### src/rtl/pt_walker.sv
module pt_walker #(
  parameter int VA_W  = 32,
  parameter int OFF_W = 13,
  parameter int DIR_W = 8
) (
  input  logic            clk,
  input  logic            rst_n,
  input  logic            req_valid,
  output logic            req_ready,
  input  logic [VA_W-1:0] req_va,
  input  logic [VA_W-1:0] req_base,
  output logic            mem_req_valid,
  input  logic            mem_req_ready,
  output logic [VA_W-1:0] mem_req_addr,
  input  logic            mem_rsp_valid,
  input  logic [VA_W-1:0] mem_rsp_data,
  output logic            res_valid,
  input  logic            res_ready,
  output logic            res_fault,
  output logic [VA_W-1:0] res_pa
);
  localparam int TBL_W = VA_W - OFF_W - DIR_W;
  localparam int FRM_W = VA_W - OFF_W;

  typedef enum logic [1:0] {IDLE, READ_DIR, READ_PTE, DONE} state_t;

  state_t          state;
  logic [VA_W-1:0] va_q, base_q, ent_q;
  logic            issued, fault_q;

  logic [VA_W-1:0] dir_off, tbl_off, tbl_base;
  logic            walking, rsp_take, null_page;

  assign dir_off   = VA_W'(va_q[VA_W-1 -: DIR_W]) << 2;
  assign tbl_off   = VA_W'(va_q[OFF_W +: TBL_W]) << 2;
  assign tbl_base  = {ent_q[VA_W-1:OFF_W], {OFF_W{1'b0}}};
  assign null_page = (req_va[VA_W-1:OFF_W] == '0);

  assign walking       = (state == READ_DIR) || (state == READ_PTE);
  assign rsp_take      = walking && issued && mem_rsp_valid;
  assign req_ready     = (state == IDLE);
  assign mem_req_valid = walking && !issued;
  assign mem_req_addr  = (state == READ_DIR) ? base_q + dir_off : tbl_base + tbl_off;
  assign res_valid     = (state == DONE);
  assign res_fault     = fault_q;
  assign res_pa        = {ent_q[VA_W-1:OFF_W], va_q[OFF_W-1:0]};

  always_ff @(posedge clk) begin
    if (!rst_n) begin
      state   <= IDLE;
      va_q    <= '0;
      base_q  <= '0;
      ent_q   <= '0;
      issued  <= 1'b0;
      fault_q <= 1'b0;
    end else begin
      case (state)
        IDLE: if (req_valid) begin
          va_q    <= req_va;
          base_q  <= req_base;
          ent_q   <= '0;
          issued  <= 1'b0;
          fault_q <= null_page;
          state   <= null_page ? DONE : READ_DIR;
        end
        READ_DIR, READ_PTE: begin
          if (mem_req_valid && mem_req_ready) issued <= 1'b1;
          if (rsp_take) begin
            ent_q  <= mem_rsp_data;
            issued <= 1'b0;
            if (!mem_rsp_data[0]) begin
              fault_q <= 1'b1;
              state   <= DONE;
            end else begin
              state <= (state == READ_DIR) ? READ_PTE : DONE;
            end
          end
        end
        DONE: if (res_ready) state <= IDLE;
        default: state <= IDLE;
      endcase
    end
  end

  logic [FRM_W-1:0] unused_frame;
  assign unused_frame = ent_q[VA_W-1:OFF_W];
endmodule

### config.mk
export PLATFORM = sky130hd
export DESIGN_NAME = pt_walker
export DESIGN_NICKNAME = d
export VERILOG_FILES = /design/src/rtl/pt_walker.sv
export SDC_FILE = /design/constraint.sdc
export NUM_CORES = 1
export LEC_CHECK = 0
export BUFFER_PORTS_ARGS = -buffer_cell sky130_fd_sc_hd__buf_2
export CAP_MARGIN = 20
export CORE_MARGIN = 4
export CORE_UTILIZATION = 47
export DETAILED_ROUTE_END_ITERATION = 10
export MAX_ROUTING_LAYER = met4
export PLACE_DENSITY_LB_ADDON = 0.15
export SKIP_CTS_REPAIR_TIMING = 1
export SLEW_MARGIN = 20
export SYNTH_ARGS = -nofsm -noshare
export SYNTH_HDL_FRONTEND = slang
export SYNTH_SLANG_ARGS = --single-unit
### constraint.sdc
create_clock -name clk -period 8.1 [get_ports clk]
set_clock_uncertainty 0.2 [all_clocks]
set_input_delay 1.62 -clock clk [delete_from_list [all_inputs] [get_ports clk]]
set_output_delay 1.62 -clock clk [all_outputs]
set_load 0.01 [all_outputs]
# Yosys cells after proc, flatten, opt, wreduce, memory -nomap -nowiden
# Index checks and enable logic that the tools add are counted.
[totals]
regBits = 100
out_inout_bits = 68
word_cells = 50
[op_classes]
n_addsub = 2
eq_ne = 8
mux = 19
n_reduce_logical = 15
[ops]
columns = ["operator", "n"]
rows = [
  ["32-bit two-way mux", 3],
  ["32-bit one-hot mux with 2 select lines", 1],
  ["32-bit by 10-bit adder with 32-bit output", 1],
  ["32-bit by 13-bit adder with 32-bit output", 1],
  ["19-bit logical NOT", 1],
  ["3-bit AND reduction", 3],
  ["1-bit two-way mux", 8],
  ["2-bit two-way mux", 4],
  ["2-bit inequality test (second input constant)", 3],
  ["2-bit one-hot mux with 3 select lines", 1],
  ["2-bit == test (second input constant)", 2],
  ["1-bit logical AND", 4],
  ["1-bit one-hot mux with 2 select lines", 2],
  ["4-bit AND reduction", 1],
  ["3-bit inequality test (second input constant)", 1],
  ["2-bit by 1-bit == test with 1-bit output (second input constant)", 1],
  ["2-bit logical NOT", 1],
  ["2-bit by 1-bit inequality test with 1-bit output (second input constant)", 1],
  ["2-bit AND reduction", 1],
  ["2-bit nonzero test", 1],
  ["2-bit OR reduction", 1],
  ["1-bit logical NOT", 1],
  ["1-bit logical OR", 1],
]

# Logic depth before layout (Yosys ltp)
# Gate-level depths: netlist of the first run.
[logic_depth]
word_depth = 7
ltp_mapped = 9

# Worst setup path after synthesis of the first run
# OpenSTA, ideal clock, no wires.
[synth_path]
kind = "reg2out"
startpoint = "register va_q[24]"
endpoint = "output mem_req_addr[30]"
arrival_ns = 2.316
required_time_ns = 6.280
setup_slack_ns = 3.964
stages_incl_launch_ff = 9
n_path_buf = 0
path_cell_list = "dfxtp_1 -> ha_1 -> fa_1 -> a21o_1 -> a221oi_1 -> a221oi_2 -> and4bb_2 -> xnor2_1 -> a21oi_1"
[synth_between]
elab_chain_len = 2
[synth_lines]
columns = ["element", "line_no", "text"]
rows = [
  ["from (decl)", "28", "logic [VA_W-1:0] va_q, base_q, ent_q;"],
  ["from (signal assigned)", "59", "va_q <= req_va;"],
  ["32-bit by 10-bit adder with 32-bit output", "43", "assign mem_req_addr = (state == READ_DIR) ? base_q + dir_off : tbl_base + tbl_off;"],
  ["32-bit two-way mux", "43", ""],
  ["to (decl)", "14", "output logic [VA_W-1:0] mem_req_addr,"],
]
# Every way passes these cells.

# Worst setup path in the final report of the first run
# Same ends and word-level chain as after synthesis.

==> out/results.md, run 1 <==
| Parameter | Reported |
|:---|:---|
| Run status | completed |
| Max transition margin | 29.1% |
| Number of primary I/O pins | 170 |
| Gate Count Post-Synth | 560 |
| Total routed wirelength | 11.5 mm |
| TritonCTS clock tree | yes |
| DP Worst Slack | 3.52 ns |
| Highest metal used | met4 |
| Final period util | 60.8% |
| Core area | 9330 um^2 |
| Mapped Nets | 675 |
| Utilization after layout | 59.3% |
| Most used standard cells in the synthesized netlist | sky130_fd_sc_hd__nand2_1 (142), sky130_fd_sc_hd__dfxtp_1 (87), sky130_fd_sc_hd__a21boi_0 (67) |
| P_sw | 0.000710 W |
| Root Buffer Master | sky130_fd_sc_hd__clkbuf_8 |
| Max-slew violation count | 0 |
| Effective utilization at floorplan | 48.7% |
| Required time at the worst-slack endpoint | 6.28 ns |
| Total routing usage reported by global routing | 21.0% |
| Met3 Wirelength | 752 um |
| Maximum achievable frequency | 203 MHz |
| Worst supply voltage drop on vdd | 0.000142 V |
| Category of the most critical setup path | reg -> out |
| Drc violations | 0 |
| CTS max path bufs | 2 |
| Net count, final | 799 |
| Biggest area consumer among synthesized cells | sky130_fd_sc_hd__dfxtp_1 |
| Share of flip-flops with an asynchronous set or reset after synthesis | 0% |
| Post-synth EDFFs | 0 |
| Inserted Clock Buffers | 9 |
| Std cell rows | 35 |
| Register-to-Register Setup Slack | 5.78 ns |
| Final hold violation count | 0 |
| Minimum period implied by the final worst setup slack | 4.93 ns |
| Mapped Area | 4550 um^2 |
| Internal cell power | 0.00101 W |
| Crit path launch | va_q[24] |
| Die Height | 106 um |
| R2R Path End | ent_q[14] |
| Max H-tree Level | 3 |
| Clock transition at the register clock pins on the worst setup and hold paths after CTS | 0.09 ns |
| Routed met1 length | 5.37 mm |
| Total die area | 11300 um^2 |
| Amount of wire on met2 after detailed routing | 5.17 mm |
| Clock group share of total power | 20.0% |
| WHS | 0.263 ns |
| Critical path capture point | mem_req_addr[30] |
| Antenna violations before repair | 1 |
| Sw frac | 41.2% |
| Area growth from synthesis to final layout | 21.8% |
| Vias per cell | 5.06 |
| Ys Warns | 0 |
| Gate power share | 46.5% |
| TritonCTS Sinks | 87 |
| Violation count after the first detailed-routing iteration | 188 |
| Static leakage power | 2.43 nW |
| Worst hold stages | 2 |
| Placer congestion estimate | 0.808 |
| Dominant synthesized flop cell | sky130_fd_sc_hd__dfxtp_1 |
| Critical R2R Launch | state[0] |
| Average instance area after synthesis | 8.12 um^2 |
| Die extent in x | 106 um |
| Setup TNS after final layout | 0 ns |
| Remaining antenna violation count | 0 |
| Proportion of synthesized chip area in sequential cells | 38.3% |
| Power per Cell Area | 311 nW/um^2 |
| Worst-case setup margin in the final layout | 3.17 ns |
| Routed via count | 4144 |
| Clock Latency Late Sink | 0.35 ns |
| Final total power | 0.00172 W |
| Number of buffer cells added on primary ports | 157 |
| Largest cells by area after synthesis | sky130_fd_sc_hd__dfxtp_1 (38%), sky130_fd_sc_hd__nand2_1 (12%), sky130_fd_sc_hd__a21boi_0 (11%) |
| Worst-margin pin slew | 1.06 ns |
| Vias in the first global route | 4064 |
| Mean routed wirelength per cell | 14.0 um |
| First-pass GRT wire length | 19.0 mm |
| Largest fanout on the critical path | 10 |
| Crit path capture type | primary output |
| Number of max-capacitance violations reported | 0 |
| Unrepaired setup endpoints after global routing | no |
| Crit path DAT | 3.11 ns |
| Pin count of the biggest net entering global routing | 65 |
| Total congestion overflow | 0 |
| Share of post-route cells with drive strength above 1 | 28.6% |
| Most frequent cell after synthesis | sky130_fd_sc_hd__nand2_1 |
| Type of origin of the critical path | flop |
| Sequential cell fraction of total power | 33.5% |
| Pre-antenna DRT Iters | 4 |
| Yosys cell types | 43 |
| Depth of the most critical reg-to-reg path | 6 |
| Yosys top cell area share | 38.3% |
| Path type of the worst min-delay path | reg -> reg |
| Register bit count reported by yosys | 87 |
| Post-DP HPWL | 8.42 mm |
| Final setup vio count | 0 |
## state kept, by name, summed over array words and instances (netlist names)
register and flops:
base_q 32, ent_q 19, issued 1, res_fault 1
state 2, va_q 32
## per-stage QoR
| step | instances | cell area, um^2 |
|---|---|---|
| after floorplan | 560 | 4550 |
| after global placement | 801 | 5290 |
| after detailed placement | 802 | 5310 |
| after CTS | 818 | 5530 |
| after global routing | 819 | 5540 |
| final | 819 | 5540 |
## cell usage in the layout, fill, tap and decap left out, types with 3 or more instances in the layout
cell type                  instances
sky130_fd_sc_hd__buf_4             3
sky130_fd_sc_hd__a21o_1            3
sky130_fd_sc_hd__and2_1            4
sky130_fd_sc_hd__nor2_1           25
sky130_fd_sc_hd__a21boi_0         67
sky130_fd_sc_hd__mux2_2            8
sky130_fd_sc_hd__nor4_1            5
sky130_fd_sc_hd__buf_2           157
sky130_fd_sc_hd__a211oi_1          4
sky130_fd_sc_hd__nand4_1           4
sky130_fd_sc_hd__xor2_1            7
sky130_fd_sc_hd__and3_1            5
sky130_fd_sc_hd__o21ai_0           6
sky130_fd_sc_hd__a22oi_1          19
sky130_fd_sc_hd__ha_1             11
sky130_fd_sc_hd__nand3_1           7
sky130_fd_sc_hd__a21oi_1          31
sky130_fd_sc_hd__clkbuf_8         10
sky130_fd_sc_hd__nand2_1         141
sky130_fd_sc_hd__xnor2_1          20
sky130_fd_sc_hd__nor2b_1          23
sky130_fd_sc_hd__inv_1             8
sky130_fd_sc_hd__dfxtp_1          87
## metal layers
| layer | global-route usage, % | up-vias |
|---|---|---|
| met3 | 3.83 | 13 |
| met4 | 6.75 | 0 |
| met2 | 33.2 | 126 |
| li1 | - | 2132 |
| met5 | - | - |
| met1 | 27.4 | 1873 |
## worst max-delay path, stage by stage (launching register included)
cell and delay, ns:
sky130_fd_sc_hd__dfxtp_1 0.34, sky130_fd_sc_hd__ha_1 0.23, sky130_fd_sc_hd__fa_1 0.42, sky130_fd_sc_hd__a21o_1 0.22
sky130_fd_sc_hd__a221oi_1 0.51, sky130_fd_sc_hd__a221oi_2 0.28, sky130_fd_sc_hd__and4bb_2 0.31, sky130_fd_sc_hd__xnor2_1 0.17
sky130_fd_sc_hd__a21oi_1 0.09, sky130_fd_sc_hd__buf_2 0.19
## power groups by stage
stage / registers (W) / logic (W) / clock network (W)
CTS: 0.000577 / 0.000811 / 0.000355
floorplan: 0.000586 / 0.000543 / 0
global route: 0.000589 / 0.000898 / 0.000373
global placement: 0.000582 / 0.000786 / 0
detailed placement: 0.000587 / 0.000808 / 0
finish: 0.000577 / 0.000802 / 0.000346
## area by class of cell
cell class | count | area (um^2)
Antenna cell | 1 | 2.50
Clock buffer | 10 | 138
Clock inverter | 6 | 90.1
Fill cell | 915 | 3790
Inverter | 8 | 30.0
Multi-Input combinational cell | 417 | 2540
Sequential cell | 87 | 1740
Tap cell | 129 | 161
Timing Repair Buffer | 161 | 828
## cells by family (layout without fill, tap and decap cells)
kind of cell             count (synthesis)  after routing  synth area share, %
multiplexers                            10             10                 2.42
adder cells (fa/ha/maj)                 13             13                 3.74
AND/OR/NAND/NOR                        226            226                 22.5
buffers and inverters                   56            185                 5.86
other                                    0              1                    0
AO/OA/AOI/OAI                          141            141                 21.9
flip-flops                              87             87                 38.3
XOR/XNOR                                27             27                 5.20
## worst min path at each step
stage	from	endpoint	slack (ns)
finish	base_q[0]	base_q[0]	0.26
global route	va_q[21]	va_q[21]	0.29
CTS	base_q[0]	base_q[0]	0.27
detailed placement	base_q[0]	base_q[0]	0.25
global placement	base_q[1]	base_q[1]	0.25
floorplan	base_q[0]	base_q[0]	0.24
Note: power is estimated with default switching activity, not from simulation.
==> run 2: changes to the inputs <==
- CORE_UTILIZATION: 47 -> 45
- clock period: 8.1 -> 4.37 ns (I/O delays scaled with it)
==> run 2 against run 1 <==
- clock power up 87%
- flip-flop and latch count did not move
- design area fell by 0.18%
- utilization decreased by 3.1 points
- sequential power grew 85%
- register-to-register slack got worse by 3.7 ns
- critical endpoint unchanged
- largest cell class unchanged
==> out/results.md, run 2 (synthesis gave the netlist of run 1 again) <==
| Parameter | Reported | Change |
|:---|:---|:---|
| Vias in the first global route | 3871 | -4.7% |
| DP Worst Slack | 0.617 ns | -2.90 ns |
| Path type of the worst min-delay path | reg -> reg |  |
| Internal cell power | 0.00190 W | +87% |
| TritonCTS clock tree | yes |  |
| Root Buffer Master | sky130_fd_sc_hd__clkbuf_8 |  |
| Fillers | 973 | +6.3% |
| Post-DP HPWL | 8.49 mm | +0.86% |
| Effective utilization at floorplan | 46.3% | -2.4 points |
| Number of max-capacitance violations reported | 0 | unchanged |
| Clock Latency Late Sink | 0.35 ns | about the same |
| Antenna violations before repair | 0 | -1 |
| Mean routed wirelength per cell | 13.9 um | -0.63% |
| Clock transition at the register clock pins on the worst setup and hold paths after CTS | 0.08 ns | about the same |
| Worst supply voltage drop on vdd | 0.000283 V | +99% |
| Max H-tree Level | 3 | unchanged |
| Die extent in x | 109 um | +2.0% |
| Max-slew violation count | 0 | unchanged |
| CTS max path bufs | 2 | unchanged |
| Gate power share | 46.1% | -0.4 points |
| Clock group share of total power | 20.3% | +0.3 points |
| Most common library cell in the layout ignoring fill and taps | sky130_fd_sc_hd__buf_2 |  |
| Total die area | 11800 um^2 | +4.1% |
| Setup TNS after final layout | 0 ns | unchanged |
| Pre-antenna DRT Iters | 4 | unchanged |
| Inserted Clock Buffers | 9 | unchanged |
| Unrepaired setup endpoints after global routing | no |  |
| Total routing usage reported by global routing | 20.0% | -1.1 points |
| Routed via count | 4133 | -0.27% |
| Required time at the worst-slack endpoint | 3.30 ns | -2.98 ns |
| Drc violations | 0 | unchanged |
| Minimum period implied by the final worst setup slack | 4.13 ns |  |
| Pin count of the biggest net entering global routing | 65 | unchanged |
| Largest fanout on the critical path | 10 | unchanged |
| Total routed wirelength | 11.4 mm | -0.38% |
| Max transition margin | 44.6% | +16 points |
| Number of primary I/O pins | 170 | unchanged |
| Most frequent cells in the layout | sky130_fd_sc_hd__buf_2 (157), sky130_fd_sc_hd__nand2_1 (141), sky130_fd_sc_hd__dfxtp_1 (87) |  |
| Power per Cell Area | 576 nW/um^2 | +85% |
| Share of post-route cells with drive strength above 1 | 28.3% | -0.31 points |
| Leading registers by flop count | base_q (32), va_q (32), ent_q (19) |  |
| Violation count after the first detailed-routing iteration | 247 | +31% |
| Met1 track demand over resource in global routing | 26.5% | -0.85 points |
| Most used routing layer | met2 |  |
| Met3 routing resource usage after global routing | 3.40% | -0.42 points |
| Final hold violation count | 0 | unchanged |
| Met2 Track Usage GR | 30.7% | -2.5 points |
| Area of placed instances | 5300 um^2 | -0.12% |
| Std cell rows | 36 | +2.9% |
| Core area | 9820 um^2 | +5.3% |
| Die Height | 109 um | +2.0% |
| First-pass GRT wire length | 18.2 mm | -4.2% |
| TritonCTS Sinks | 87 | unchanged |
| Maximum achievable frequency | 242 MHz |  |
| Remaining antenna violation count | 0 | unchanged |
| Number of buffer cells added on primary ports | 157 | unchanged |
| Sequential cell fraction of total power | 33.6% | about the same |
| Total congestion overflow | 0 | unchanged |
| Worst-case setup margin in the final layout | 0.237 ns | -2.94 ns |
| Vias per cell | 5.03 | -0.51% |
| Crit path DAT | 3.06 ns | -0.05 ns |
| Net count, final | 799 | unchanged |
| Crit path capture type | primary output |  |
| Final period util | 94.6% |  |
| P_sw | 0.00128 W | +81% |
| Placer congestion estimate | 0.837 | +3.6% |
| Utilization after layout | 56.3% | -3.1 points |
| Design Area, Final | 5530 um^2 | -0.18% |
| Area growth from synthesis to final layout | 21.6% |  |
| Final setup vio count | 0 | unchanged |
| Type of origin of the critical path | flop |  |
| Static leakage power | 2.42 nW | -0.35% |
| Worst-margin pin slew | 0.831 ns | -0.233 ns |
| Run status | completed |  |
| Category of the most critical setup path | reg -> out |  |
| Sw frac | 40.3% | -0.84 points |
[run 2: metal layers]
layer / vias to the layer above / wire, um / part of all wire [%]
li1: 2131 / - / -
met2: 138 / 5150 / 45
met4: 0 / 161 / 1.4
met5: - / 0 / 0
met1: 1851 / 5230 / 46
met3: 13 / 885 / 7.7
[run 2: layout make-up]
cell class | count | area [um^2] | share of cell area (%)
flip-flops and latches | 87 | 1740 | 31.5
multi-input cells | 417 | 2540 | 46.1
clock inverters | 4 | 97.6 | 1.77
inverters | 8 | 30.0 | 0.543
well taps | 133 | 166 | 3.01
clock buffers | 9 | 124 | 2.24
repair buffers | 161 | 816 | 14.8
diodes | 2 | 5.00 | 0.0906
[run 2: through the flow]
step / total power [W] / instances / hold WS [ns]
after floorplan: 0.00209 / 560 / 0.239
after global placement: 0.00254 / 806 / 0.248
after detailed placement: 0.00258 / 806 / 0.257
after CTS: 0.00323 / 819 / 0.270
after global routing: 0.00346 / 819 / 0.289
final: 0.00319 / 821 / 0.264
[run 2: worst paths after layout]
check | startpoint | endpoint | slack (ns) | cells past startpoint
max reg2reg | state[0] | ent_q[23] | 2.04 | 6
min reg2reg | va_q[10] | va_q[10] | 0.26 | 2
min | va_q[10] | va_q[10] | 0.26 | 2
max | va_q[24] | mem_req_addr[30] | 0.24 | 9
[run 2: worst max-delay path, cell delays in order (launching register included)]
cell and delay [ns]:
sky130_fd_sc_hd__dfxtp_1 0.33, sky130_fd_sc_hd__ha_1 0.22, sky130_fd_sc_hd__fa_1 0.42, sky130_fd_sc_hd__a21o_1 0.21
sky130_fd_sc_hd__a221oi_1 0.51, sky130_fd_sc_hd__a221oi_2 0.28, sky130_fd_sc_hd__and4bb_2 0.30, sky130_fd_sc_hd__xnor2_1 0.19
sky130_fd_sc_hd__a21oi_1 0.10, sky130_fd_sc_hd__buf_2 0.16
[run 2: power groups by stage]
stage	logic, W	clock network, W	registers (W)
floorplan	0.00101	0	0.00109
global placement	0.00146	0	0.00108
detailed placement	0.00149	0	0.00109
CTS	0.00149	0.000667	0.00107
global route	0.00166	0.000700	0.00109
finish	0.00147	0.000648	0.00107
==> run 3: changes to the inputs <==
- SETUP_SLACK_MARGIN: unset -> 0.5
==> run 3 against run 2 <==
- flip-flop and latch count unchanged
- power is 0.75% higher
- clock power about the same
- first-iteration DRC count is 12% lower
- critical path depth unchanged
- register-to-register slack lost 0.02 ns
- die area unchanged
- fmax grew 8.2%
- combinational power is essentially flat
- sequential share of layout area down 0.50 points
==> out/results.md, run 3 (synthesis gave the netlist of run 1 again) <==
| Parameter | Reported | Change |
|:---|:---|:---|
| Crit path capture type | primary output |  |
| Worst-case setup margin in the final layout | 0.551 ns | +0.314 ns |
| Register-to-Register Setup Slack | 2.02 ns | -0.02 ns |
| Placer congestion estimate | 0.837 | unchanged |
| Unrepaired setup endpoints after global routing | yes |  |
| Setup TNS after final layout | 0 ns | unchanged |
| Crit path DAT | 2.74 ns | -0.32 ns |
| Core area | 9820 um^2 | unchanged |
| Mean routed wirelength per cell | 14.5 um | +4.2% |
| Share of post-route cells with drive strength above 1 | 29.7% | +1.4 points |
| Run status | completed |  |
| Std cell rows | 36 | unchanged |
| Most frequent cell on the critical path | sky130_fd_sc_hd__a221oi_4 |  |
| Total die area | 11800 um^2 | unchanged |
| P_sw | 0.00130 W | +1.5% |
| Pin count of the biggest net entering global routing | 65 | unchanged |
| Number of max-capacitance violations reported | 0 | unchanged |
| Drc violations | 0 | unchanged |
| Clock Latency Late Sink | 0.35 ns | about the same |
| Final period util | 87.4% | -7.2 points |
| Post-DP HPWL | 8.49 mm | unchanged |
| Max-slew violation count | 0 | unchanged |
| Max H-tree Level | 3 | unchanged |
| Critical Path Slowest Stage Cell | sky130_fd_sc_hd__a221oi_4 |  |
| Worst Path Buf+Inv | 1 | unchanged |
| Clock group share of total power | 20.2% | about the same |
| Total routed wirelength | 12.0 mm | +4.7% |
| Power per Cell Area | 571 nW/um^2 | -0.91% |
| Leading registers by flop count | base_q (32), va_q (32), ent_q (19) |  |
| CTS max path bufs | 2 | unchanged |
| Sw frac | 40.6% | +0.30 points |
| Placed Cells incl. Taps | 806 | unchanged |
| Inserted Clock Buffers | 9 | unchanged |
| Cell chain of the critical path | ha_4, fa_2, a21o_1, a221oi_4, a221oi_4, and4bb_2, xnor2_1, a21oi_1, buf_2 |  |
| Largest fanout on the critical path | 5 | -5 |
| Sequential cell fraction of total power | 33.5% | about the same |
| Fillers | 967 | -0.62% |
| Maximum achievable frequency | 262 MHz | +8.2% |
| Internal cell power | 0.00191 W | +0.25% |
| Most frequent cells in the layout | sky130_fd_sc_hd__buf_2 (157), sky130_fd_sc_hd__nand2_1 (141), sky130_fd_sc_hd__dfxtp_1 (86) |  |
| Category of the most critical setup path | reg -> out |  |
| Path type of the worst min-delay path | reg -> reg |  |
| Type of origin of the critical path | flop |  |
| Number of primary I/O pins | 170 | unchanged |
| Minimum period implied by the final worst setup slack | 3.82 ns | -0.314 ns |
| Max transition margin | 43.9% | -0.72 points |
| Root Buffer Master | sky130_fd_sc_hd__clkbuf_8 |  |
| Remaining antenna violation count | 0 | unchanged |
| TritonCTS Sinks | 87 | unchanged |
| Antenna violations before repair | 0 | unchanged |
| DP Worst Slack | 0.617 ns | unchanged |
| Die extent in x | 109 um | unchanged |
| Number of buffer cells added on primary ports | 157 | unchanged |
| Total congestion overflow | 0 | unchanged |
| Total routing usage reported by global routing | 20.0% | unchanged |
| CP max stage delay | 0.42 ns | -0.09 ns |
| Routed via count | 4204 | +1.7% |
| Fin cells | 825 | +0.49% |
| Worst-margin pin slew | 0.842 ns | +0.0108 ns |
| Effective utilization at floorplan | 46.3% | unchanged |
| First-pass GRT wire length | 18.2 mm | unchanged |
| Worst supply voltage drop on vdd | 0.000286 V | +1.1% |
| Net count, final | 804 | +0.63% |
| Clock transition at the register clock pins on the worst setup and hold paths after CTS | 0.08 ns | about the same |
| Die Height | 109 um | unchanged |
| Most common library cell in the layout ignoring fill and taps | sky130_fd_sc_hd__buf_2 |  |
| Violation count after the first detailed-routing iteration | 218 | -12% |
| Final setup vio count | 0 | unchanged |
| Final hold violation count | 0 | unchanged |
| Utilization after layout | 57.2% | +0.94 points |
| Area growth from synthesis to final layout | 23.6% |  |
| Vias per cell | 5.10 | +1.2% |
| Vias in the first global route | 3871 | unchanged |
| Largest delay contributor family on the critical path | compound AO/OA/AOI/OAI gates |  |
| Pre-antenna DRT Iters | 6 | +2 |
| Multi-input gate area | 2610 um^2 | +2.5% |
| Sequential standard cell area | 1740 um^2 | about the same |
| Required time at the worst-slack endpoint | 3.30 ns | about the same |
| TritonCTS clock tree | yes |  |
| Static leakage power | 2.46 nW | +1.5% |
| Gate power share | 46.3% | +0.2 points |
[run 3: changes by cell type in the layout (fill, tap and decap cells not counted), sizes merged]
| cell | delta |
|---|---|
| buf | +4 |
| a221oi | +1 |
| diode | -1 |
[run 3: worst paths after layout]
check	to	cells past startpoint	startpoint
setup / recovery	mem_req_addr[30]	9	base_q[2]
hold / removal	va_q[10]	2	va_q[10]
setup reg to reg	ent_q[23]	6	state[0]
hold reg to reg	va_q[10]	2	va_q[10]
[run 3: through the flow]
stage | hold slack [ns] | total power (W) | instance area [um^2]
floorplan | 0.239 | 0.00209 | 4550
global placement | 0.248 | 0.00254 | 5300
detailed placement | 0.257 | 0.00258 | 5300
CTS | 0.270 | 0.00323 | 5520
global route | 0.289 | 0.00347 | 5620
finish | 0.265 | 0.00321 | 5620
[run 3: per-layer routing]
metal  up-vias  GRT usage [%]  routed length, um
met4         0           6.94                161
met3        13           3.40                819
li1       2144              -                  -
met2       135           30.7               5480
met5         -              -                  0
met1      1912           26.5               5510
[run 3: tightest hold or removal path: stages (launching register included)]
cell                       delay [ns]
sky130_fd_sc_hd__dfxtp_1         0.31
sky130_fd_sc_hd__nand2_1         0.04
sky130_fd_sc_hd__a21boi_0        0.06
[run 3: layout make-up]
| cell class | count | area share, % |
|---|---|---|
| inverters | 8 | 0.535 |
| repair buffers | 165 | 15.1 |
| flip-flops and latches | 87 | 31.0 |
| diodes | 1 | 0.0445 |
| clock inverters | 4 | 1.74 |
| clock buffers | 9 | 2.20 |
| multi-input cells | 418 | 46.4 |
| well taps | 133 | 2.96 |
[run 3: power by group through the flow]
| stage | Clock [W] | Sequential [W] | Combinational, W |
|---|---|---|---|
| final | 0.000648 | 0.00107 | 0.00149 |
| after global routing | 0.000700 | 0.00110 | 0.00167 |
| after CTS | 0.000667 | 0.00107 | 0.00149 |
| after detailed placement | 0 | 0.00109 | 0.00149 |
| after global placement | 0 | 0.00108 | 0.00146 |
| after floorplan | 0 | 0.00109 | 0.00101 |
